<file path="src/rtl/cfg_pkg.sv">
package cfg_pkg;
  localparam int FRAME_W = 18;

  typedef enum logic [1:0] {
    ADR_AUX_R  = 2'b00,
    ADR_AUX_N  = 2'b01,
    ADR_MAIN_R = 2'b10,
    ADR_MAIN_N = 2'b11
  } adr_e;

  typedef struct packed {
    logic aux_gain;
    logic main_gain;
    logic aux_pol;
    logic main_pol;
  } cp_t;

  typedef enum logic [3:0] {
    SEL_LO    = 4'd0,
    SEL_HI    = 4'd1,
    SEL_MLOCK = 4'd2,
    SEL_ALOCK = 4'd3,
    SEL_BOTH  = 4'd4,
    SEL_MREF  = 4'd5,
    SEL_AREF  = 4'd6,
    SEL_MFB   = 4'd7,
    SEL_AFB   = 4'd8
  } osel_e;
endpackage

</file>
<file path="src/rtl/cfg_sync.sv">
module cfg_sync #(
  parameter int STAGES = 2,
  parameter int W      = 3
) (
  input  logic         clk_i,
  input  logic         rst_ni,
  input  logic [W-1:0] async_i,
  output logic [W-1:0] sync_o,
  output logic [W-1:0] rise_o
);
  logic [W-1:0] stg_q [STAGES];
  logic [W-1:0] prev_q;

  always_ff @(posedge clk_i or negedge rst_ni) begin
    if (!rst_ni) begin
      for (int i = 0; i < STAGES; i++) stg_q[i] <= '0;
      prev_q <= '0;
    end else begin
      stg_q[0] <= async_i;
      for (int i = 1; i < STAGES; i++) stg_q[i] <= stg_q[i-1];
      prev_q <= stg_q[STAGES-1];
    end
  end

  assign sync_o = stg_q[STAGES-1];
  assign rise_o = stg_q[STAGES-1] & ~prev_q;

  // an edge pulse never lasts two cycles
  p_single_pulse_r1: assert property (@(posedge clk_i) disable iff (!rst_ni)
    (rise_o != '0) |=> ((rise_o & $past(rise_o)) == '0));
endmodule

</file>
<file path="src/rtl/cfg_shift.sv">
module cfg_shift #(
  parameter int W = 18
) (
  input  logic         clk_i,
  input  logic         rst_ni,
  input  logic         en_i,
  input  logic         din_i,
  output logic [W-1:0] sh_o
);
  logic [W-1:0] sh_q;

  always_ff @(posedge clk_i or negedge rst_ni) begin
    if (!rst_ni)   sh_q <= '0;
    else if (en_i) sh_q <= {sh_q[W-2:0], din_i};
  end

  assign sh_o = sh_q;

  p_shift_in_r1: assert property (@(posedge clk_i) disable iff (!rst_ni)
    en_i |=> (sh_o[0] == $past(din_i)) && (sh_o[W-1:1] == $past(sh_o[W-2:0])));
  p_shift_hold_r10: assert property (@(posedge clk_i) disable iff (!rst_ni)
    !en_i |=> $stable(sh_o));
endmodule

</file>
<file path="src/rtl/cfg_bank.sv">
module cfg_bank
  import cfg_pkg::*;
#(
  parameter int R_W   = 12,
  parameter int N_W   = 16,
  parameter int R_MIN = 2
) (
  input  logic               clk_i,
  input  logic               rst_ni,
  input  logic               load_i,
  input  logic [FRAME_W-1:0] frame_i,
  output logic [R_W-1:0]     aux_r_o,
  output logic [R_W-1:0]     main_r_o,
  output logic [N_W-1:0]     aux_n_o,
  output logic [N_W-1:0]     main_n_o,
  output cp_t                cp_o,
  output logic [3:0]         sel_o,
  output logic               err_o
);
  localparam int R_LO   = 2;
  localparam int R_HI   = R_LO + R_W - 1;
  localparam int TOP_LO = R_HI + 1;

  adr_e           adr;
  logic [R_W-1:0] r_val;
  logic [N_W-1:0] n_val;
  logic [3:0]     top_val;
  logic           r_ok;

  assign adr     = adr_e'(frame_i[1:0]);
  assign r_val   = frame_i[R_HI:R_LO];
  assign n_val   = frame_i[N_W+1:2];
  assign top_val = frame_i[FRAME_W-1:TOP_LO];
  assign r_ok    = (r_val >= R_W'(R_MIN));

  logic [R_W-1:0] aux_r_q, main_r_q;
  logic [N_W-1:0] aux_n_q, main_n_q;
  cp_t            cp_q;
  logic [3:0]     sel_q;
  logic           err_q;

  always_ff @(posedge clk_i or negedge rst_ni) begin
    if (!rst_ni) begin
      aux_r_q  <= R_W'(R_MIN);
      main_r_q <= R_W'(R_MIN);
      aux_n_q  <= '0;
      main_n_q <= '0;
      cp_q     <= '0;
      sel_q    <= '0;
      err_q    <= 1'b0;
    end else if (load_i) begin
      unique case (adr)
        ADR_AUX_R: begin
          if (r_ok) begin
            aux_r_q <= r_val;
            sel_q   <= top_val;
          end else begin
            err_q <= 1'b1;
          end
        end
        ADR_MAIN_R: begin
          if (r_ok) begin
            main_r_q <= r_val;
            cp_q     <= cp_t'(top_val);
          end else begin
            err_q <= 1'b1;
          end
        end
        ADR_AUX_N:  aux_n_q  <= n_val;
        ADR_MAIN_N: main_n_q <= n_val;
        default: ;
      endcase
    end
  end

  assign aux_r_o  = aux_r_q;
  assign main_r_o = main_r_q;
  assign aux_n_o  = aux_n_q;
  assign main_n_o = main_n_q;
  assign cp_o     = cp_q;
  assign sel_o    = sel_q;
  assign err_o    = err_q;

  p_r_floor_r3: assert property (@(posedge clk_i) disable iff (!rst_ni)
    (aux_r_o >= R_W'(R_MIN)) && (main_r_o >= R_W'(R_MIN)));
  p_err_sticky_r3: assert property (@(posedge clk_i) disable iff (!rst_ni)
    err_o |=> err_o);
  p_quiet_r2: assert property (@(posedge clk_i) disable iff (!rst_ni)
    !load_i |=> $stable(aux_r_o) && $stable(main_r_o) && $stable(aux_n_o)
                && $stable(main_n_o) && $stable(cp_o) && $stable(sel_o));
  p_n_only_r2: assert property (@(posedge clk_i) disable iff (!rst_ni)
    (load_i && frame_i[0]) |=> $stable(aux_r_o) && $stable(main_r_o) && $stable(cp_o));
  p_reject_r3: assert property (@(posedge clk_i) disable iff (!rst_ni)
    (load_i && !frame_i[0] && (frame_i[R_HI:R_LO] < R_W'(R_MIN)))
      |=> err_o && $stable(aux_r_o) && $stable(main_r_o));
endmodule

</file>
<file path="src/rtl/cfg_outmux.sv">
module cfg_outmux
  import cfg_pkg::*;
(
  input  logic [3:0] sel_i,
  input  logic       main_lock_i,
  input  logic       aux_lock_i,
  input  logic       main_ref_i,
  input  logic       aux_ref_i,
  input  logic       main_fb_i,
  input  logic       aux_fb_i,
  output logic       out_o
);
  always_comb begin
    unique case (osel_e'(sel_i))
      SEL_HI:    out_o = 1'b1;
      SEL_MLOCK: out_o = main_lock_i;
      SEL_ALOCK: out_o = aux_lock_i;
      SEL_BOTH:  out_o = main_lock_i & aux_lock_i;
      SEL_MREF:  out_o = main_ref_i;
      SEL_AREF:  out_o = aux_ref_i;
      SEL_MFB:   out_o = main_fb_i;
      SEL_AFB:   out_o = aux_fb_i;
      default:   out_o = 1'b0;
    endcase
  end

  a_both_r7: assert final (!(osel_e'(sel_i) == SEL_BOTH) || (out_o == (main_lock_i && aux_lock_i)));
endmodule

</file>
<file path="src/rtl/ser_cfg_loader.sv">
module ser_cfg_loader
  import cfg_pkg::*;
#(
  parameter int SYNC_STAGES = 2,
  parameter int R_W         = 12,
  parameter int N_W         = 16,
  parameter int R_MIN       = 2,
  parameter int AUX_A_W     = 4,
  parameter int MAIN_A_W    = 5
) (
  input  logic                  clk_i,
  input  logic                  rst_ni,
  input  logic                  sclk_i,
  input  logic                  sdata_i,
  input  logic                  sle_i,
  input  logic                  main_lock_i,
  input  logic                  aux_lock_i,
  input  logic                  main_ref_i,
  input  logic                  aux_ref_i,
  input  logic                  main_fb_i,
  input  logic                  aux_fb_i,
  output logic [R_W-1:0]        aux_r_o,
  output logic [R_W-1:0]        main_r_o,
  output logic [N_W-1:0]        aux_n_o,
  output logic [N_W-1:0]        main_n_o,
  output logic [AUX_A_W-1:0]    aux_a_o,
  output logic [N_W-AUX_A_W-1:0]  aux_b_o,
  output logic [MAIN_A_W-1:0]   main_a_o,
  output logic [N_W-MAIN_A_W-1:0] main_b_o,
  output logic                  aux_cp_gain_o,
  output logic                  main_cp_gain_o,
  output logic                  aux_pd_pol_o,
  output logic                  main_pd_pol_o,
  output logic [3:0]            out_sel_o,
  output logic                  r_err_o,
  output logic                  mux_o
);
  // bit order on the synchronizer: {strobe, data, shift clock}
  localparam int B_CLK = 0;
  localparam int B_DAT = 1;
  localparam int B_LE  = 2;

  logic [2:0]         sync_w, rise_w;
  logic [FRAME_W-1:0] sh_w;
  cp_t                cp_w;
  logic               unused_sync;

  cfg_sync #(.STAGES(SYNC_STAGES), .W(3)) u_sync (
    .clk_i   (clk_i),
    .rst_ni  (rst_ni),
    .async_i ({sle_i, sdata_i, sclk_i}),
    .sync_o  (sync_w),
    .rise_o  (rise_w)
  );

  assign unused_sync = &{1'b0, sync_w[B_CLK], sync_w[B_LE], rise_w[B_DAT]};

  cfg_shift #(.W(FRAME_W)) u_shift (
    .clk_i  (clk_i),
    .rst_ni (rst_ni),
    .en_i   (rise_w[B_CLK]),
    .din_i  (sync_w[B_DAT]),
    .sh_o   (sh_w)
  );

  cfg_bank #(.R_W(R_W), .N_W(N_W), .R_MIN(R_MIN)) u_bank (
    .clk_i    (clk_i),
    .rst_ni   (rst_ni),
    .load_i   (rise_w[B_LE]),
    .frame_i  (sh_w),
    .aux_r_o  (aux_r_o),
    .main_r_o (main_r_o),
    .aux_n_o  (aux_n_o),
    .main_n_o (main_n_o),
    .cp_o     (cp_w),
    .sel_o    (out_sel_o),
    .err_o    (r_err_o)
  );

  cfg_outmux u_mux (
    .sel_i       (out_sel_o),
    .main_lock_i (main_lock_i),
    .aux_lock_i  (aux_lock_i),
    .main_ref_i  (main_ref_i),
    .aux_ref_i   (aux_ref_i),
    .main_fb_i   (main_fb_i),
    .aux_fb_i    (aux_fb_i),
    .out_o       (mux_o)
  );

  assign aux_cp_gain_o  = cp_w.aux_gain;
  assign main_cp_gain_o = cp_w.main_gain;
  assign aux_pd_pol_o   = cp_w.aux_pol;
  assign main_pd_pol_o  = cp_w.main_pol;

  assign aux_a_o  = aux_n_o[AUX_A_W-1:0];
  assign aux_b_o  = aux_n_o[N_W-1:AUX_A_W];
  assign main_a_o = main_n_o[MAIN_A_W-1:0];
  assign main_b_o = main_n_o[N_W-1:MAIN_A_W];

  p_main_n_load_r6: assert property (@(posedge clk_i) disable iff (!rst_ni)
    (rise_w[B_LE] && sh_w[1:0] == ADR_MAIN_N) |=> main_n_o == $past(sh_w[N_W+1:2]));
  p_aux_n_load_r6: assert property (@(posedge clk_i) disable iff (!rst_ni)
    (rise_w[B_LE] && sh_w[1:0] == ADR_AUX_N) |=> aux_n_o == $past(sh_w[N_W+1:2]));
endmodule

</file>
<file path="config.mk">
export PLATFORM = sky130hd
export DESIGN_NAME = ser_cfg_loader
export DESIGN_NICKNAME = d
export VERILOG_FILES = /design/src/rtl/cfg_pkg.sv /design/src/rtl/cfg_sync.sv /design/src/rtl/cfg_shift.sv /design/src/rtl/cfg_bank.sv /design/src/rtl/cfg_outmux.sv /design/src/rtl/ser_cfg_loader.sv
export SDC_FILE = /design/constraint.sdc
export NUM_CORES = 1
export LEC_CHECK = 0
export ABC_AREA = 1
export CAP_MARGIN = 20
export CELL_PAD_IN_SITES_DETAIL_PLACEMENT = 1
export CELL_PAD_IN_SITES_GLOBAL_PLACEMENT = 1
export CORE_AREA = 2 2 97 123
export DETAILED_ROUTE_END_ITERATION = 6
export DIE_AREA = 0 0 99 125
export PLACE_DENSITY_LB_ADDON = 0.1
export SYNTH_ARGS = -nofsm -noshare
export SYNTH_HDL_FRONTEND = slang
export SYNTH_HIERARCHICAL = 1
export SYNTH_SLANG_ARGS = --single-unit
export TNS_END_PERCENT = 10
</file>
<file path="constraint.sdc">
create_clock -name clk_i -period 1.81 [get_ports clk_i]
set_input_delay 0.2715 -clock clk_i [delete_from_list [all_inputs] [get_ports clk_i]]
set_output_delay 0.2715 -clock clk_i [all_outputs]
set_load 0.01 [all_outputs]
</file>
==> results.cfg <==
[status]
status = finished clean

[timing]
period_share = 0.9518
slew_headroom = 0.7020
max_freq_mhz = 580.4
setup_viol = 0
period_needed_ns = 1.723
drv_slew = 0
rsz0062_at_grt = yes
tightest_slew_ns = 0.4471
fin_worst_skew_ns = 0.003811
hold_violations = 0

[drt]
ant_nets = 0
drt_first_iter_violations = 125
vias_per_cell = 4.646
wl_per_cell_um = 15.46
vias = 3015
drc = 0
drt_wl_total_mm = 10.04
drt_pre_antenna_iters = 4

[critical_path]
start_kind = flip-flop
setup.worst_path.class = flip-flop to primary output
endpoint = mux_o
r2r_end = u_bank/main_r_o[1]
critPathArrivalTime_ns = 1.45
timing.rr.start = u_shift/sh_o[6]
cpLargestDelayFamily = flip-flops
crit_path_max_incr_delay_ns = 0.45
critical_path_buf_inv_count = 1
cp-startpoint = u_bank/sel_o[1]
cp_slowest_cell = dfrtp_2
rr_worst_depth = 7
crit_path_end_kind = primary output
timing.critical_path.mode_cell = nand2_1
critPathMaxFanout = 6
crit_required_ns = 1.54
r2r_slack_ns = 0.19
path_cells = nor2_2 -> nand3_1 -> nand2_1 -> nor2_1 -> nand2_1 -> clkdlybuf4s15_1
cp.depth = 6

[clock_tree]
cts-root-buf = clkbuf_16
cts_buffer_depth = 2
tritoncts = built
cts_buffers = 9
cts_sinks = 91
clkLatencyLatePin_ns = 0.34
cts_max_level = 3
path_clk_slew_ns = 0.06
postCtsSetupBuffers = 0

[final_layout]
multi_input_area_sq_um = 1190
fin_cells = 649
layout_commonest_cell = nand2_1
antennaDiodeCount = 0
mostFrequentLayoutCells = 143 x nand2_1, 106 x clkdlybuf4s50_1, 86 x dfrtp_1
fin_area_sq_um = 5261
syn2layout_area_growth_pct = 34.43
layout.nets = 517
drive_gt1_frac = 0.1331
ff_latch_area_sq_um = 2283
nFillCells = 1296

[floorplan]
start_util = 0.3468
die_x_um = 99
ios = 109
core_area_sq_um = 11290
rows = 44
die-area_sq_um = 12380
die_h_um = 125

[place]
port_buffers = 108
gp_congestion = 0.7282
postPlaceCellArea_sq_um = 4905
dp_cells = 632
hpwl_mm = 7.032

[flow_run]
drv_cap = 0

[global_route]
grt_max_degree = 41
grt_util_met1 = 0.2266
grt.busiest_layer = met2
grt_pass1_vias = 3210
track_usage = 0.1720
use_met3 = 0.04192
grt_pass1_wl_mm = 16.67
antenna_found_initial = 0
grt-ovfl-total = 0
grt_use_met2 = 0.2786

[synth]
syn_nets = 435
synthCells = 424
syn_area_per_cell_sq_um = 9.231
yosysWarnings = 6
syn-cell-area_sq_um = 3914

[pwr]
vdd_drop_max_mv = 0.7292
leakage_nw = 2.482
cellPowerDensity_nw_per_um2 = 1232

[min_path]
min_path_type = flip-flop to flip-flop
state kept, by name, indices dropped and copies added, names as in the netlist:
| signal | count |
|---|---|
| u_sync/prev_q | 2 |
| u_bank/aux_r_o | 12 |
| u_sync/sync_o | 3 |
| u_bank/err_o | 1 |
| u_bank/main_n_o | 16 |
| u_bank/aux_n_o | 16 |
| u_bank/cp_o | 4 |
| u_bank/main_r_o | 12 |
| u_sync/stg_q | 3 |
| u_bank/sel_o | 4 |
| u_shift/sh_o | 18 |
layout make-up:
class,instances,share of cell area
clock inverters,5,0.01474
inverters,27,0.02069
multi-input cells,257,0.2262
clock buffers,11,0.04423
repair buffers,120,0.2273
flip-flops and latches,91,0.4340
well taps,138,0.03282
what timing repair did:
item                       CTS  global route
hold endpoints to repair    22             0
pin swaps                    1             1
resized for setup            7             6
setup endpoints to repair    1            27
hold buffers                 1             0
routing by layer:
metal	wire length, um	share of wire
met1	4503	0.45
met2	4942	0.49
met3	463	0.046
met4	125	0.012
met5	0	0
per-stage QoR:
stage          utilization  total power, W   TNS, ns  worst slack, ns  hold slack, ns
3_3_place_gp        0.4346        0.004507  -0.04861         -0.04861          0.1981
6_report            0.4662        0.006480         0          0.08716          0.3512
2_1_floorplan            -        0.003623         0           0.5538        -0.02409
4_1_cts             0.4642        0.006565         0          0.01746          0.3544
5_1_grt             0.4662        0.006855  -0.03552         -0.02351          0.3561
3_5_place_dp        0.4346        0.004561   -0.1087          -0.1087          0.2069
worst min path at each step:
stage	startpoint	endpoint	slack, ns	depth (start not counted)
floorplan	rst_ni	u_bank/aux_n_o[0]	-0.02	0
global placement	rst_ni	u_sync/stg_q[5]	0.20	1
detailed placement	rst_ni	u_sync/stg_q[4]	0.21	1
CTS	sdata_i	u_sync/stg_q[4]	0.35	1
global route	sdata_i	u_sync/stg_q[4]	0.36	1
finish	u_sync/stg_q[4]	u_sync/sync_o[1]	0.35	0
where the power goes:
part | total [W] | internal (W) | switching [W]
Sequential | 0.00268 | 0.00238 | 0.000296
Clock | 0.00196 | 0.00121 | 0.000756
Combinational | 0.00184 | 0.000885 | 0.000955
Total | 0.00648 | 0.00447 | 0.00201
No activity file was read; power rests on OpenSTA's default activity.
